--- config.mk ---
export PLATFORM = sky130hd
export DESIGN_NAME = idi_front
export DESIGN_NICKNAME = d
export VERILOG_FILES = /design/src/rtl/idi_pkg.sv /design/src/rtl/idi_fifo.sv /design/src/rtl/idi_decode.sv /design/src/rtl/idi_issue_slot.sv /design/src/rtl/idi_front.sv
export SDC_FILE = /design/constraint.sdc
export NUM_CORES = 2
export LEC_CHECK = 0
export BUFFER_PORTS_ARGS = -buffer_cell sky130_fd_sc_hd__buf_2
export CAP_MARGIN = 20
export CELL_PAD_IN_SITES_DETAIL_PLACEMENT = 1
export CELL_PAD_IN_SITES_GLOBAL_PLACEMENT = 1
export CORE_ASPECT_RATIO = 0.5
export CORE_UTILIZATION = 35
export DETAILED_ROUTE_END_ITERATION = 16
export PLACE_DENSITY_LB_ADDON = 0.1
export SLEW_MARGIN = 0
export SYNTH_ARGS = -nofsm -noshare
export SYNTH_HDL_FRONTEND = slang
export SYNTH_SLANG_ARGS = --single-unit
--- constraint.sdc ---
create_clock -name clk -period 4.4 [get_ports clk]
set_input_delay 0.88 -clock clk [delete_from_list [all_inputs] [get_ports clk]]
set_output_delay 0.88 -clock clk [all_outputs]
set_load 0.005 [all_outputs]
--- src/rtl/idi_pkg.sv ---
`timescale 1ns/1ps
package idi_pkg;

    typedef enum logic [1:0] {
        OP_ADD = 2'd0,
        OP_SUB = 2'd1,
        OP_MUL = 2'd2,
        OP_ST  = 2'd3
    } op_e;

    typedef enum logic [1:0] {
        DV_IDLE,
        DV_WAIT_OPND,
        DV_WAIT_SLOT,
        DV_FIRE
    } dec_verdict_e;

    typedef enum logic {
        SLOT_EMPTY = 1'b0,
        SLOT_HELD  = 1'b1
    } slot_state_e;

endpackage

--- src/rtl/idi_fifo.sv ---
`timescale 1ns/1ps
module idi_fifo #(
    parameter int WIDTH = 8,
    parameter int DEPTH = 16
) (
    input  logic             clk,
    input  logic             rst_n,
    input  logic             push,
    input  logic [WIDTH-1:0] wdata,
    input  logic             pop,
    output logic [WIDTH-1:0] rdata,
    output logic             empty,
    output logic             full
);
    localparam int AW = (DEPTH > 1) ? $clog2(DEPTH) : 1;
    localparam int CW = $clog2(DEPTH + 1);

    logic [WIDTH-1:0] mem [DEPTH];
    logic [AW-1:0]    wp, rp;
    logic [CW-1:0]    cnt;
    logic             do_push, do_pop;

    function automatic logic [AW-1:0] bump(input logic [AW-1:0] p);
        return (p == AW'(DEPTH - 1)) ? '0 : p + 1'b1;
    endfunction

    assign do_push = push && !full;
    assign do_pop  = pop && !empty;

    always_ff @(posedge clk or negedge rst_n) begin
        if (!rst_n) begin
            wp  <= '0;
            rp  <= '0;
            cnt <= '0;
        end else begin
            if (do_push) wp <= bump(wp);
            if (do_pop)  rp <= bump(rp);
            case ({do_push, do_pop})
                2'b10:   cnt <= cnt + 1'b1;
                2'b01:   cnt <= cnt - 1'b1;
                default: cnt <= cnt;
            endcase
        end
    end

    always_ff @(posedge clk) begin
        if (do_push) mem[wp] <= wdata;
    end

    assign rdata = mem[rp];
    assign empty = (cnt == '0);
    assign full  = (cnt == CW'(DEPTH));
endmodule

--- src/rtl/idi_decode.sv ---
`timescale 1ns/1ps
module idi_decode
    import idi_pkg::*;
#(
    parameter int DATA_W = 16,
    parameter int REG_AW = 4
) (
    input  logic              step_en,
    input  logic              head_vld,
    input  op_e               head_op,
    input  logic [REG_AW-1:0] head_src1,
    input  logic [DATA_W-1:0] head_src2,
    output logic [REG_AW-1:0] raddr_a,
    output logic [REG_AW-1:0] raddr_b,
    input  logic              rvalid_a,
    input  logic [DATA_W-1:0] rdata_a,
    input  logic              rvalid_b,
    input  logic [DATA_W-1:0] rdata_b,
    input  logic              arith_free,
    input  logic              store_free,
    output logic              fire,
    output logic              to_store,
    output logic [DATA_W-1:0] opa,
    output logic [DATA_W-1:0] opb
);
    dec_verdict_e verdict;
    logic         opnd_ok, slot_ok;

    assign raddr_a  = head_src1;
    assign raddr_b  = head_src2[REG_AW-1:0];
    assign to_store = (head_op == OP_ST);

    always_comb begin
        opnd_ok = rvalid_a && (to_store || rvalid_b);
        slot_ok = to_store ? store_free : arith_free;
        if (!head_vld)     verdict = DV_IDLE;
        else if (!opnd_ok) verdict = DV_WAIT_OPND;
        else if (!slot_ok) verdict = DV_WAIT_SLOT;
        else               verdict = DV_FIRE;
    end

    always_comb begin
        fire = 1'b0;
        unique case (verdict)
            DV_FIRE:                               fire = step_en;
            DV_IDLE, DV_WAIT_OPND, DV_WAIT_SLOT:   fire = 1'b0;
        endcase
    end

    always_comb begin
        opa = rdata_a;
        opb = to_store ? head_src2 : rdata_b;
    end
endmodule

--- src/rtl/idi_issue_slot.sv ---
`timescale 1ns/1ps
module idi_issue_slot
    import idi_pkg::*;
#(
    parameter int WIDTH = 8
) (
    input  logic             clk,
    input  logic             rst_n,
    input  logic             step_en,
    input  logic             load,
    input  logic [WIDTH-1:0] load_data,
    input  logic             q_full,
    output logic             issue,
    output logic [WIDTH-1:0] rec,
    output logic             free
);
    slot_state_e      state, nxt;
    logic [WIDTH-1:0] data_q;

    always_comb begin
        nxt   = state;
        issue = 1'b0;
        unique case (state)
            SLOT_EMPTY: begin
                if (load) nxt = SLOT_HELD;
            end
            SLOT_HELD: begin
                issue = step_en && !q_full;
                if (issue && !load) nxt = SLOT_EMPTY;
            end
        endcase
    end

    always_ff @(posedge clk or negedge rst_n) begin
        if (!rst_n) state <= SLOT_EMPTY;
        else        state <= nxt;
    end

    always_ff @(posedge clk) begin
        if (load) data_q <= load_data;
    end

    always_comb begin
        rec  = data_q;
        free = (state == SLOT_EMPTY) || issue;
    end
endmodule

--- src/rtl/idi_front.sv ---
`timescale 1ns/1ps
module idi_front
    import idi_pkg::*;
#(
    parameter int DATA_W   = 16,
    parameter int REG_AW   = 4,
    parameter int SEQ_W    = 8,
    parameter int IQ_DEPTH = 16,
    parameter int Q_DEPTH  = 16
) (
    input  logic              clk,
    input  logic              rst_n,
    input  logic              step_en,
    input  logic              ld_valid,
    input  logic [1:0]        ld_op,
    input  logic [REG_AW-1:0] ld_dst,
    input  logic [REG_AW-1:0] ld_src1,
    input  logic [DATA_W-1:0] ld_src2,
    output logic              ld_full,
    output logic [REG_AW-1:0] rf_raddr_a,
    output logic [REG_AW-1:0] rf_raddr_b,
    input  logic              rf_rvalid_a,
    input  logic [DATA_W-1:0] rf_rdata_a,
    input  logic              rf_rvalid_b,
    input  logic [DATA_W-1:0] rf_rdata_b,
    output logic              aq_valid,
    input  logic              aq_ready,
    output logic [1:0]        aq_op,
    output logic [REG_AW-1:0] aq_dst,
    output logic [DATA_W-1:0] aq_opa,
    output logic [DATA_W-1:0] aq_opb,
    output logic [SEQ_W-1:0]  aq_seq,
    output logic              aq_full,
    output logic              sq_valid,
    input  logic              sq_ready,
    output logic [REG_AW-1:0] sq_data_reg,
    output logic [DATA_W-1:0] sq_base,
    output logic [DATA_W-1:0] sq_offset,
    output logic [SEQ_W-1:0]  sq_seq,
    output logic              sq_full
);
    localparam int RAW_W  = 2 + 2 * REG_AW + DATA_W;
    localparam int SREC_W = SEQ_W + 2 * DATA_W + REG_AW;
    localparam int AREC_W = SREC_W + 2;

    logic [RAW_W-1:0]  iq_rdata;
    logic              iq_empty;
    op_e               head_op;
    logic [REG_AW-1:0] head_dst, head_src1;
    logic [DATA_W-1:0] head_src2;

    logic              dec_fire, dec_to_store;
    logic [DATA_W-1:0] dec_opa, dec_opb;
    logic [SEQ_W-1:0]  seq_q;

    logic              a_free, a_issue;
    logic              s_free, s_issue;
    logic [AREC_W-1:0] a_rec, aq_rdata;
    logic [SREC_W-1:0] s_rec, sq_rdata;
    logic              aq_empty, sq_empty;

    // instruction store, program order
    idi_fifo #(.WIDTH(RAW_W), .DEPTH(IQ_DEPTH)) u_iq (
        .clk   (clk),
        .rst_n (rst_n),
        .push  (ld_valid),
        .wdata ({ld_src2, ld_src1, ld_dst, ld_op}),
        .pop   (dec_fire),
        .rdata (iq_rdata),
        .empty (iq_empty),
        .full  (ld_full)
    );

    always_comb begin
        head_op   = op_e'(iq_rdata[1:0]);
        head_dst  = iq_rdata[2 +: REG_AW];
        head_src1 = iq_rdata[2 + REG_AW +: REG_AW];
        head_src2 = iq_rdata[2 + 2 * REG_AW +: DATA_W];
    end

    idi_decode #(.DATA_W(DATA_W), .REG_AW(REG_AW)) u_dec (
        .step_en    (step_en),
        .head_vld   (!iq_empty),
        .head_op    (head_op),
        .head_src1  (head_src1),
        .head_src2  (head_src2),
        .raddr_a    (rf_raddr_a),
        .raddr_b    (rf_raddr_b),
        .rvalid_a   (rf_rvalid_a),
        .rdata_a    (rf_rdata_a),
        .rvalid_b   (rf_rvalid_b),
        .rdata_b    (rf_rdata_b),
        .arith_free (a_free),
        .store_free (s_free),
        .fire       (dec_fire),
        .to_store   (dec_to_store),
        .opa        (dec_opa),
        .opb        (dec_opb)
    );

    always_ff @(posedge clk or negedge rst_n) begin
        if (!rst_n)        seq_q <= '0;
        else if (dec_fire) seq_q <= seq_q + 1'b1;
    end

    // arithmetic class: slot then queue
    idi_issue_slot #(.WIDTH(AREC_W)) u_aslot (
        .clk       (clk),
        .rst_n     (rst_n),
        .step_en   (step_en),
        .load      (dec_fire && !dec_to_store),
        .load_data ({seq_q, dec_opb, dec_opa, head_dst, head_op}),
        .q_full    (aq_full),
        .issue     (a_issue),
        .rec       (a_rec),
        .free      (a_free)
    );

    idi_fifo #(.WIDTH(AREC_W), .DEPTH(Q_DEPTH)) u_aq (
        .clk   (clk),
        .rst_n (rst_n),
        .push  (a_issue),
        .wdata (a_rec),
        .pop   (aq_ready),
        .rdata (aq_rdata),
        .empty (aq_empty),
        .full  (aq_full)
    );

    // store class: slot then queue
    idi_issue_slot #(.WIDTH(SREC_W)) u_sslot (
        .clk       (clk),
        .rst_n     (rst_n),
        .step_en   (step_en),
        .load      (dec_fire && dec_to_store),
        .load_data ({seq_q, dec_opb, dec_opa, head_dst}),
        .q_full    (sq_full),
        .issue     (s_issue),
        .rec       (s_rec),
        .free      (s_free)
    );

    idi_fifo #(.WIDTH(SREC_W), .DEPTH(Q_DEPTH)) u_sq (
        .clk   (clk),
        .rst_n (rst_n),
        .push  (s_issue),
        .wdata (s_rec),
        .pop   (sq_ready),
        .rdata (sq_rdata),
        .empty (sq_empty),
        .full  (sq_full)
    );

    always_comb begin
        aq_valid    = !aq_empty;
        aq_op       = aq_rdata[1:0];
        aq_dst      = aq_rdata[2 +: REG_AW];
        aq_opa      = aq_rdata[2 + REG_AW +: DATA_W];
        aq_opb      = aq_rdata[2 + REG_AW + DATA_W +: DATA_W];
        aq_seq      = aq_rdata[2 + REG_AW + 2 * DATA_W +: SEQ_W];
        sq_valid    = !sq_empty;
        sq_data_reg = sq_rdata[0 +: REG_AW];
        sq_base     = sq_rdata[REG_AW +: DATA_W];
        sq_offset   = sq_rdata[REG_AW + DATA_W +: DATA_W];
        sq_seq      = sq_rdata[REG_AW + 2 * DATA_W +: SEQ_W];
    end
endmodule

Yosys cells after proc, flatten, opt, wreduce, memory -nomap -nowiden
Memories as Yosys holds them, arrays and structs flattened.
Index checks and enable logic that the tools add are counted.
W data, S select, Z words.
{"block": "op_classes", "addsub": 13, "n_eq_ne": 19, "mux": 29, "n_bitwise": 2, "reduce_logical": 33}
{"cell": "$pmux W5 S2", "n": 3}
{"cell": "$add A4 B1 Y4 const B", "n": 6}
{"cell": "$eq A4 B4 Y1 const B", "n": 6}
{"cell": "$mux W4", "n": 6}
{"cell": "$mux W16", "n": 1}
{"cell": "$add A5 B1 Y5 const B", "n": 3}
{"cell": "$eq A5 B5 Y1 const B", "n": 3}
{"cell": "$logic_not A5 Y1", "n": 3}
{"cell": "$sub A5 B1 Y5 const B", "n": 3}
{"cell": "$mux W1", "n": 14}
{"cell": "$logic_and A1 B1 Y1", "n": 13}
{"cell": "$eq A2 B2 Y1 const B", "n": 6}
{"cell": "$logic_not A1 Y1", "n": 9}
{"cell": "$add A8 B1 Y8 const B", "n": 1}
{"cell": "$eq A2 B1 Y1 const B", "n": 4}
{"cell": "$pmux W1 S2", "n": 3}
{"cell": "$reduce_bool A2 Y1", "n": 3}
{"cell": "$mux W2", "n": 2}
{"cell": "$logic_or A1 B1 Y1", "n": 3}
{"cell": "$reduce_or A3 Y1", "n": 1}
{"cell": "$logic_not A2 Y1", "n": 1}
{"cell": "$not A1 Y1", "n": 2}
{"block": "word_totals", "regBits": 139, "mem_bits_rw": 1856, "in_bits": 66, "output_inout_bits": 103, "mem_count": 3}
{"memory": "u_aq.mem", "depth": 16, "width": 46, "rd": 1, "rd_ports_with_merged_regs": 0, "wr": 1, "line": "idi_fifo.sv:18", "rtl": "logic [WIDTH-1:0] mem [DEPTH];"}
{"memory": "u_sq.mem", "depth": 16, "width": 44, "rd": 1, "rd_ports_with_merged_regs": 0, "wr": 1, "line": "idi_fifo.sv:18"}
{"memory": "u_iq.mem", "depth": 16, "width": 26, "rd": 1, "rd_ports_with_merged_regs": 0, "wr": 1, "line": "idi_fifo.sv:18"}

Longest topological paths before layout
{"block": "logic_depth", "ltp_word": 17, "mapped_depth": 20}

Cells and area by module
Synthesis repeated with hierarchy kept, for this count alone.
{"block": "hier_totals", "cells_unflattened": 3560, "hier_area_um2": 77185.3}
{"mod": "idi_fifo (u_aq)", "n_inst": 1, "cells_each": 1321, "area_each_um2": 28927.7, "seq_area_each_um2": 22426.5}
{"mod": "idi_fifo (u_sq)", "n_inst": 1, "cells_each": 1268, "area_each_um2": 27898.0, "seq_area_each_um2": 21465.6}
{"mod": "idi_fifo (u_iq)", "n_inst": 1, "cells_each": 790, "area_each_um2": 16736.1, "seq_area_each_um2": 12817.3}
{"mod": "idi_issue_slot (u_aslot)", "n_inst": 1, "cells_each": 52, "area_each_um2": 1438.9, "seq_area_each_um2": 1406.3}
{"mod": "idi_issue_slot (u_sslot)", "n_inst": 1, "cells_each": 50, "area_each_um2": 1378.8, "seq_area_each_um2": 1346.3}
{"mod": "idi_decode", "n_inst": 1, "cells_each": 47, "area_each_um2": 436.7, "seq_area_each_um2": 0.0}
{"mod": "idi_front", "n_inst": 1, "cells_each": 32, "area_each_um2": 369.1, "seq_area_each_um2": 200.2}

Least setup slack after synthesis
Ideal clock, no wire load.
{"block": "synth_timing", "kind": "input to register", "startpoint": "in step_en", "endpoint": "mem u_aq.mem[3][0] in the netlist's numbering, enable pin", "setup_ns": 0.507, "t_arrival_ns": 4.561, "t_required_ns": 3.893, "path_slack_ns": -0.667, "cell_stages": 4, "n_path_buf": 1, "path_cell_list": "and3_1 > clkbuf_1 > nand2_1 > nor3_1"}
{"block": "synth_via", "elab_chain_cells": 5}
{"item": "start, declared", "line": "idi_front.sv:13", "rtl": "input logic step_en,"}
{"item": "$logic_and A1 B1 Y1", "line": "idi_issue_slot.sv:28", "rtl": "issue = step_en && !q_full;"}
{"item": "$mux W1", "line": "idi_issue_slot.sv:23", "rtl": "unique case (state)"}
{"item": "$logic_and A1 B1 Y1", "line": "idi_fifo.sv:27", "rtl": "assign do_push = push && !full;"}
{"item": "$mux W1", "line": "idi_fifo.sv:47", "rtl": "if (do_push) mem[wp] <= wdata;"}
{"item": "$mux W1 (not written as such)", "line": "idi_fifo.sv:47"}
{"item": "end, declared", "line": "idi_fifo.sv:18"}
Every way passes these cells.

Worst setup path after layout
{"block": "layout_timing", "startpoint": "reg u_aq.rp[0]", "endpoint": "out aq_op[1]"}
{"block": "layout_via", "elab_chain_cells": 1}
{"item": "start, declared", "line": "idi_fifo.sv:19", "rtl": "logic [AW-1:0] wp, rp;"}
{"item": "start signal, assigned", "line": "idi_fifo.sv:37", "rtl": "if (do_pop) rp <= bump(rp);"}
{"item": "$mem_v2 Z16 W46"}
{"item": "end, declared", "line": "idi_front.sv:28", "rtl": "output logic [1:0] aq_op,"}
Every way passes these cells.

==> flow_metrics.py <==
metrics = {
    "outcome": {
        "status": "complete, no violations",
    },
    "place": {
        "io_buffers": 168,
        "dp_hpwl_um": 111000,
        "gp_congestion": 0.721,
    },
    "power": {
        "max-vdd-ir-drop_v": 0.000321,
        "p_leak_nw": 27.3,
        "power_density_nw_per_um2": 631,
    },
    "sta": {
        "grt_setup_unrepaired": "false",
        "period_minus_slack_ps": 4190,
        "max_freq_mhz": 239,
        "setup_viol": 0,
        "maxSlewHeadroom": 0.313,
        "finalSetupTns_ps": 0,
        "final.setup_skew_ps": 54.2,
        "worst_slew_pin_slew_ps": 1030,
        "fin_crit_sh": 0.951,
        "drv_slew": 0,
        "fin_hold_ws_ps": 166,
        "final_hold_viol_count": 0,
    },
    "floorplan": {
        "fp.dieH_um": 331,
        "initial_utilization": 0.353,
        "rows": 120,
        "design.core.area_um2": 214000,
        "die-width_um": 659,
        "ioPinCount": 169,
        "die-area_um2": 218000,
    },
    "routing": {
        "wl_met3_um": 10200,
        "finalWirelength_um": 199000,
        "drt-vias-per-instance": 5.20,
        "drt-met1-wl_um": 85200,
        "dr_wl_met2_um": 99700,
        "post_drt_wl_per_cell_um": 30.9,
        "drt-initial-drc-count": 2989,
        "drc": 0,
        "ant_nets": 0,
        "firstDrtPassIters": 5,
        "route.vias.total": 33400,
        "top_layer": "met5",
    },
    "clock_network": {
        "cts_tree": "yes",
        "numCtsBuffers": 193,
        "clk_latency_ps": 840,
        "post_cts_resized": 0,
        "cts-root-buf": "clkbuf_16",
        "htree_levels": 4,
        "cts.sinks": 1995,
        "cts_buffer_depth": 4,
        "path_clk_slew_ps": 70,
        "post_cts_buffers": 0,
        "ctsHoldBuffers": 0,
    },
    "yosys": {
        "synthCells": 3071,
        "synth-main-ff-cell": "edfxtp_1",
        "ys_seq_area_frac": 0.790,
        "synthTopCellsByCount": "edfxtp_1, mux4_2, clkbuf_1",
        "synth.ff_latch_count": 1995,
        "synthesis.nets": 3167,
        "yosys_warnings": 0,
        "yosysTopAreaCell": "edfxtp_1",
        "ys_types": 48,
        "synth_area_leaders": "edfxtp_1, mux4_2, dfrtp_1",
        "synth-edff-count": 1946,
        "syn_avg_cell_area_um2": 24.6,
        "synth_area_um2": 75600,
        "synth.most_common_cell": "edfxtp_1",
        "synthArstFlopShare": 0.0246,
        "synth_top_area_frac": 0.773,
    },
    "grt": {
        "grt.total_usage": 0.182,
        "gr-total-overflow": 0,
        "grt_pass1_wl_um": 279000,
        "antenna_found_initial": 32,
        "grt_max_degree": 96,
        "grt_pass1_vias": 36100,
    },
    "setup_path": {
        "critPathKind": "reg2out",
        "start_kind": "register",
        "crit_arrival_ps": 3310,
        "regToRegStartpoint": "u_aq.cnt[0]$_DFFE_PN0P_",
        "r2r_end": "u_iq.cnt[4]$_DFFE_PN0P_",
        "worstRegToRegCells": 15,
        "reg2reg_setup_slack_ps": 620,
        "crit_path_end_kind": "primary output",
        "worstPathRequired_ps": 3520,
        "path_cells": "buf_12 -> buf_12 -> mux4_2 -> mux4_2 -> buf_2",
        "worst_path_largest_cell_delay_ps": 630,
        "cp_max_fo": 22,
        "cp_top_family": "multiplexers",
        "critPathSlowestCell": "dfrtp_4",
        "cp.depth": 5,
        "crit_buf_inv": 3,
    },
    "flow_run": {
        "maxCapViolCount": 0,
    },
    "final_layout": {
        "drive_gt1_frac": 0.343,
        "syn_to_final_growth_pct": 15.4,
        "fin_nets": 3500,
    },
    "hold_path": {
        "hp-class": "in2async",
    },
}
==> cell families after synthesis <==
group / after synthesis / share of synthesized area
flip-flops: 1995 / 0.790
multiplexers: 610 / 0.175
buffers and inverters: 185 / 0.0109
AND/OR/NAND/NOR: 144 / 0.00936
AO/OA/AOI/OAI: 77 / 0.00647
XOR/XNOR: 30 / 0.00348
adder cells (fa/ha/maj): 30 / 0.00517
==> sequential cells by signal, summed over array words and instances (netlist names), 5 cells and up <==
register / flops
u_iq.mem: 416
u_sslot.rec: 44
u_aq.mem: 736
u_sq.mem: 704
u_aslot.rec: 46
seq_q: 8
u_iq.cnt: 5
u_sq.cnt: 5
u_aq.cnt: 5
==> layout by cell type, fill, tap and decap left out, types with 9 or more instances in the layout <==
master | synthesis | routed
a21oi_1 | 16 | 16
and2_4 | 0 | 16
buf_12 | 1 | 49
buf_2 | 43 | 167
buf_4 | 10 | 78
bufinv_16 | 0 | 16
clkbuf_1 | 92 | 40
clkbuf_16 | 0 | 199
clkinv_1 | 0 | 38
clkinv_2 | 0 | 38
dfrtp_1 | 49 | 38
dfrtp_4 | 0 | 9
diode_2 | 0 | 9
edfxtp_1 | 1946 | 1946
ha_1 | 28 | 28
inv_1 | 26 | 25
mux2_2 | 21 | 21
mux2i_1 | 20 | 20
mux4_2 | 566 | 566
nand2_1 | 44 | 44
nand3_1 | 11 | 11
nor2_4 | 0 | 24
o21ai_0 | 26 | 26
xnor2_1 | 21 | 21
xor2_1 | 9 | 9
==> through the flow <==
step / std cells / instance area, um^2 / worst slack, ps / util / power, mW
finish: 6424 / 87200 / 214 / 0.407 / 55.1
global placement: 6076 / 81200 / 503 / 0.379 / 39.5
global route: 6416 / 87200 / 11.0 / 0.407 / 57.5
floorplan: 3071 / 75600 / 565 / - / 33.3
detailed placement: 6076 / 81200 / 681 / 0.379 / 39.7
CTS: 6415 / 87200 / 38.9 / 0.407 / 56.1
==> power by group <==
| group | total, mW | switching, mW | internal, mW |
|---|---|---|---|
| combinational | 14.6 | 7.42 | 7.16 |
| sequential | 24.2 | 1.62 | 22.5 |
| clock | 16.3 | 7.14 | 9.20 |
==> worst max path at each step <==
| stage | start | endpoint | slack, ps |
|---|---|---|---|
| after global placement | u_aq.cnt[1]$_DFFE_PN0P_ | u_iq.cnt[4]$_DFFE_PN0P_ | 500 |
| after global routing | u_iq.rp[2]$_DFFE_PN0P_ | rf_raddr_b[1] | 10 |
| after CTS | u_iq.rp[0]$_DFFE_PN0P_ | rf_raddr_b[1] | 40 |
| after floorplan | step_en | u_aq.mem[15][0]$_DFFE_PP_ | 570 |
| after detailed placement | u_aq.cnt[0]$_DFFE_PN0P_ | u_iq.cnt[4]$_DFFE_PN0P_ | 680 |
| final | u_aq.rp[0]$_DFFE_PN0P_ | aq_op[1] | 210 |
==> area by class of cell <==
| class | instances | area [um^2] |
|---|---|---|
| Antenna cell | 9 | 22.5 |
| Timing Repair Buffer | 297 | 2440 |
| Clock buffer | 241 | 5160 |
| Inverter | 26 | 97.6 |
| Sequential cell | 1995 | 59700 |
| Tap cell | 2867 | 3590 |
| Multi-Input combinational cell | 891 | 15400 |
| Clock inverter | 98 | 860 |
| Fill cell | 19600 | 127000 |
==> per-layer routing <==
layer | vias to the layer above | GRT usage
met3 | 238 | 0.0310
met5 | - | 0
met4 | 8 | 0.0363
li1 | 13800 | -
met1 | 18600 | 0.248
met2 | 703 | 0.310
Note: power is estimated with default switching activity, not from simulation.
